## config.mk

```make
export PLATFORM = sky130hd
export DESIGN_NAME = region_scoreboard
export DESIGN_NICKNAME = d
export VERILOG_FILES = /design/src/rtl/region_scoreboard.sv
export SDC_FILE = /design/constraint.sdc
export NUM_CORES = 1
export LEC_CHECK = 0
export ABC_AREA = 1
export ABC_CLOCK_PERIOD_IN_PS = 10200
export BUFFER_PORTS_ARGS = -buffer_cell sky130_fd_sc_hd__buf_2
export CAP_MARGIN = 20
export CORE_ASPECT_RATIO = 1.2
export CORE_MARGIN = 2
export CORE_UTILIZATION = 50
export DETAILED_ROUTE_END_ITERATION = 6
export GPL_TIMING_DRIVEN = 0
export PLACE_DENSITY = 0.66
export SYNTH_ARGS = -nofsm -noshare
export SYNTH_HDL_FRONTEND = slang
export SYNTH_SLANG_ARGS = --single-unit
```

## constraint.sdc

```tcl
create_clock -name clk -period 10.2 [get_ports clk]
set_clock_uncertainty 0.2 [all_clocks]
set_input_delay 2.55 -clock clk [delete_from_list [all_inputs] [get_ports clk]]
set_output_delay 2.55 -clock clk [all_outputs]
set_load 0.1 [all_outputs]
```

## src/rtl/region_scoreboard.sv

```systemverilog
module region_scoreboard #(
  parameter int NUM_WARPS = 8,
  parameter int SLOTS     = 6,
  parameter int REG_W     = 6,
  parameter int LEN_W     = 3,
  parameter int NUM_SRC   = 2,
  localparam int WARP_W   = $clog2(NUM_WARPS),
  localparam int SLOT_W   = $clog2(SLOTS)
) (
  input  logic                       clk,
  input  logic                       rst_n,
  input  logic [WARP_W-1:0]          chk_warp,
  input  logic [NUM_SRC*REG_W-1:0]   chk_src_base,
  input  logic [NUM_SRC*LEN_W-1:0]   chk_src_len,
  input  logic [REG_W-1:0]           chk_dst_base,
  input  logic [LEN_W-1:0]           chk_dst_len,
  input  logic                       issue_accept,
  input  logic                       wb_valid,
  input  logic [WARP_W-1:0]          wb_warp,
  input  logic [SLOT_W-1:0]          wb_slot,
  output logic                       chk_stall,
  output logic                       chk_raw,
  output logic                       chk_war,
  output logic                       chk_full,
  output logic [SLOT_W-1:0]          chk_slot
);
  localparam int SUM_W = ((REG_W > LEN_W) ? REG_W : LEN_W) + 1;

  logic [SLOTS-1:0] vld_q  [NUM_WARPS];
  logic [REG_W-1:0] base_q [NUM_WARPS][SLOTS];
  logic [LEN_W-1:0] len_q  [NUM_WARPS][SLOTS];

  function automatic logic overlap(input logic [REG_W-1:0] b1, input logic [LEN_W-1:0] n1,
                                   input logic [REG_W-1:0] b2, input logic [LEN_W-1:0] n2);
    logic [SUM_W-1:0] lo1, hi1, lo2, hi2;
    lo1 = SUM_W'(b1);
    hi1 = SUM_W'(b1) + SUM_W'(n1);
    lo2 = SUM_W'(b2);
    hi2 = SUM_W'(b2) + SUM_W'(n2);
    return (n1 != '0) && (n2 != '0) && (lo1 < hi2) && (lo2 < hi1);
  endfunction

  logic [SLOTS-1:0] row_vld, src_hit, dst_hit;
  logic [SLOT_W-1:0] free_idx;
  logic alloc;

  assign row_vld = vld_q[chk_warp];

  always_comb begin
    src_hit = '0;
    dst_hit = '0;
    for (int s = 0; s < SLOTS; s++) begin
      for (int k = 0; k < NUM_SRC; k++)
        if (overlap(chk_src_base[k*REG_W +: REG_W], chk_src_len[k*LEN_W +: LEN_W],
                    base_q[chk_warp][s], len_q[chk_warp][s]))
          src_hit[s] = 1'b1;
      dst_hit[s] = overlap(chk_dst_base, chk_dst_len, base_q[chk_warp][s], len_q[chk_warp][s]);
    end
  end

  always_comb begin
    free_idx = '0;
    for (int s = SLOTS - 1; s >= 0; s--)
      if (!row_vld[s]) free_idx = SLOT_W'(s);
  end

  assign chk_raw   = |(row_vld & src_hit);
  assign chk_war   = |(row_vld & dst_hit);
  assign chk_full  = &row_vld;
  assign chk_stall = chk_raw | chk_war | chk_full;
  assign chk_slot  = free_idx;
  assign alloc     = issue_accept & ~chk_stall & (chk_dst_len != '0);

  always_ff @(posedge clk) begin
    if (!rst_n) begin
      for (int w = 0; w < NUM_WARPS; w++) begin
        vld_q[w] <= '0;
        for (int s = 0; s < SLOTS; s++) begin
          base_q[w][s] <= '0;
          len_q[w][s]  <= '0;
        end
      end
    end else begin
      if (wb_valid && int'(wb_slot) < SLOTS)
        vld_q[wb_warp][wb_slot] <= 1'b0;
      if (alloc) begin
        vld_q[chk_warp][free_idx]  <= 1'b1;
        base_q[chk_warp][free_idx] <= chk_dst_base;
        len_q[chk_warp][free_idx]  <= chk_dst_len;
      end
    end
  end
endmodule

```

==> impl_metrics.yaml <==
clock_tree:
  clkLatencyLatePin_ns: 0.58
  htreeDepth: 2
  cts_buffer_depth: 3
  cts_num_sinks: 480
  clkSlewWorstSetupHoldPaths_ns: 0.06
  hold_buffers: 0
  cts_tree: "yes"
  cts_inserted_buffers: 45
  cts_root_buf: "clkbuf_16"
detailed_routing:
  num_vias: 26080
  wl_per_cell_um: 33.93
  firstDrtPassIters: 7
  dr.first_iter.drc_count: 4251
  final_antenna_net_count: 0
  drt_wl_total_um: 132800
  remaining_drc_errors: 0
  vias_per_cell: 6.662
timing:
  timing.fmax_mhz: 98.21
  setup_slack_ns: 0.01783
  slew_viol_final: 0
  tightest_slew_ns: 1.332
  setup_violations: 0
  finalHoldViolations: 0
  fin_crit_ns: 10.18
  setup-tns-final_ns: 0
  max-slew-margin-rel: 0.1118
  period_share: 0.9983
  fin_hold_ws_ns: 0.2828
floorplan:
  die_w_um: 219.7
  die_h_um: 262.9
  start_util: 0.5074
  rows: 94
  core-area_mm2: 0.05504
  ios: 47
  die_area_mm2: 0.05777
critical_path:
  worst_ep_required_time_ns: 7.45
  slowest_stage: "fa_1"
  crit_path_start_kind: "input port"
  critPathMaxFanout: 10
  cp_common_cell: "nand2_1"
  rr_worst_depth: 28
  crit_family: "simple AND/OR/NAND/NOR gates"
  arrival_ns: 7.43
  slowest_delay_ns: 0.43
  path_buf_inv: 8
  critical_path_class: "input port to output pin"
  cp-end-kind: "output pin"
  cp_num_cells: 28
pwr:
  ir_worst_vdd_v: 0.0001458
  p_leak_nw: 12.22
  p_per_area_mw_per_mm2: 158.3
logic_synthesis:
  synth_nets: 3228
  async_reset_ff_frac: 0
  ys_seq_elements: 480
  synth_cells: 2984
  syn_area_mm2: 0.02793
  yosysWarnings: 0
  syn_area_per_cell_um2: 9.359
  ys.flop_type: "edfxtp_1"
  yosysSeqAreaShare: 0.4989
  ys_types: 44
  synth-edff-count: 432
hold_path:
  hold_depth: 2
  hold_path_class: "flop to flop"
global_routing:
  overflow: 0
  grt_usage: 0.4597
  grt_start_max_net_pins: 15
  grt_pass1_vias: 24990
  grt_pass1_wl_um: 184200
  antenna_found_initial: 1
cells_and_area:
  seq_area_mm2: 0.01393
  num-nets-final: 3405
  fill_cells: 5089
  drive_gt1_frac: 0.1391
  syn2layout_area_growth_pct: 12.85
  final_cells: 3915
  multiInputGateArea_mm2: 0.01267
  fin_util: 0.5726
place:
  io_buffers: 43
  dp_slack_ns: -1.856
  gp_congestion: 1.040
  dp_hpwl_um: 97270
  dp.cells: 3802
run:
  drv_cap: 0
status:
  status: "completed"
-- per-stage QoR --
step                      total power [W]  instance area, um2
after floorplan                  0.002881               27930
after global routing             0.005110               31510
after global placement           0.003250               29050
after CTS                        0.004894               31250
after detailed placement         0.003304               29590
final                            0.004988               31520
-- where the power goes --
part           internal [W]  switching [W]  total (W)  leakage [nW]
Clock              0.000867       0.000769    0.00164         0.650
Sequential          0.00221      0.0000283    0.00224          4.73
Combinational      0.000332       0.000784    0.00112          6.84
Total               0.00341        0.00158    0.00499          12.2
-- area by class of cell --
| cell class | count | area share |
|---|---|---|
| timing repair buffer | 133 | 0.03375 |
| buffer | 221 | 0.03434 |
| tap | 720 | 0.02859 |
| multi-input combinational | 2142 | 0.4022 |
| clock inverter | 15 | 0.003017 |
| sequential | 480 | 0.4421 |
| inverter | 138 | 0.01660 |
| clock buffer | 63 | 0.03919 |
| antenna | 3 | 0.0002382 |
-- worst paths after layout --
check / to / start / slack [ns]
setup / recovery: chk_stall / chk_warp[0] / 0.02
hold reg to reg: vld_q[1][3]$_DFF_P_ / vld_q[1][3]$_DFF_P_ / 0.28
setup reg to reg: base_q[7][14]$_SDFFCE_PN0P_ / base_q[1][18]$_SDFFCE_PN0P_ / 3.75
hold / removal: vld_q[1][3]$_DFF_P_ / vld_q[1][3]$_DFF_P_ / 0.28
-- kinds of logic after synthesis --
family                   count (synthesis)  synth area share
AND/OR/NAND/NOR                       1530            0.2634
flip-flops                             480            0.4989
AO/OA/AOI/OAI                          376           0.07867
buffers and inverters                  362           0.05520
adder cells (fa/ha/maj)                204           0.09382
XOR/XNOR                                32           0.01004
-- cell usage after synthesis, types with 2 or more instances --
cell type,number,share of area
buf_1,5,0.00067
a22oi_1,40,0.011
nand3_1,135,0.024
o21ai_0,148,0.027
o2bb2ai_1,3,0.00094
inv_1,127,0.017
or2_2,3,0.00067
nand2_1,769,0.10
ha_1,195,0.087
nor2_4,2,0.00081
nand4_1,38,0.0085
o211ai_1,12,0.0032
fa_1,9,0.0065
edfxtp_1,432,0.46
nand3b_1,7,0.0019
buf_6,14,0.0056
a21oi_1,108,0.019
nor3_2,120,0.043
dfxtp_1,48,0.034
inv_2,8,0.0011
nor2_1,108,0.015
o22ai_1,2,0.00045
xnor2_1,9,0.0028
and2_0,2,0.00045
o21a_1,2,0.00054
nor2_2,3,0.00067
buf_4,7,0.0019
a221oi_1,14,0.0044
a21o_1,10,0.0027
buf_2,41,0.0073
clkbuf_1,157,0.021
xor2_1,23,0.0072
nor3_1,330,0.059
clkinv_1,3,0.00040
a31oi_1,2,0.00045
nand2_2,5,0.0011
o21ai_1,11,0.0020
a22o_1,21,0.0066
nand4_4,6,0.0046
-- cells in the final DEF (no fill, tap or decap), types with 104 or more instances in the layout --
cell | Yosys | routed
o21ai_0 | 148 | 104
inv_1 | 127 | 127
nand3_1 | 135 | 134
clkbuf_1 | 157 | 157
nor3_2 | 120 | 120
nand2_1 | 769 | 766
edfxtp_1 | 432 | 432
ha_1 | 195 | 193
a21oi_1 | 108 | 107
nor3_1 | 330 | 330
-- state kept, by name (all words and copies together) (netlist names) --
| signal | flops |
|---|---|
| base_q | 288 |
| len_q | 144 |
| vld_q | 48 |
-- metal layers --
layer | vias to the layer above | GRT usage | wire length (um)
met5 | - | 0 | 12
met4 | 2 | 0.3816 | 13950
met1 | 12340 | 0.5318 | 43500
met2 | 2188 | 0.6828 | 57200
met3 | 679 | 0.1582 | 18180
li1 | 10870 | - | -
-- tightest hold or removal path, delay by kind of cell (launching register included) --
| kind | cells | cell delay [ns] |
|---|---|---|
| flip-flops | 1 | 0.32 |
| AND/OR/NAND/NOR | 1 | 0.07 |
| AO/OA/AOI/OAI | 1 | 0.06 |
-- what timing repair did --
action | in CTS | in global routing
pin swaps | 10 | 15
buffers inserted | 18 | 15
endpoints found under the setup margin | 202 | 3
resized for setup | 58 | 36
Note: power is estimated with default switching activity, not from simulation.
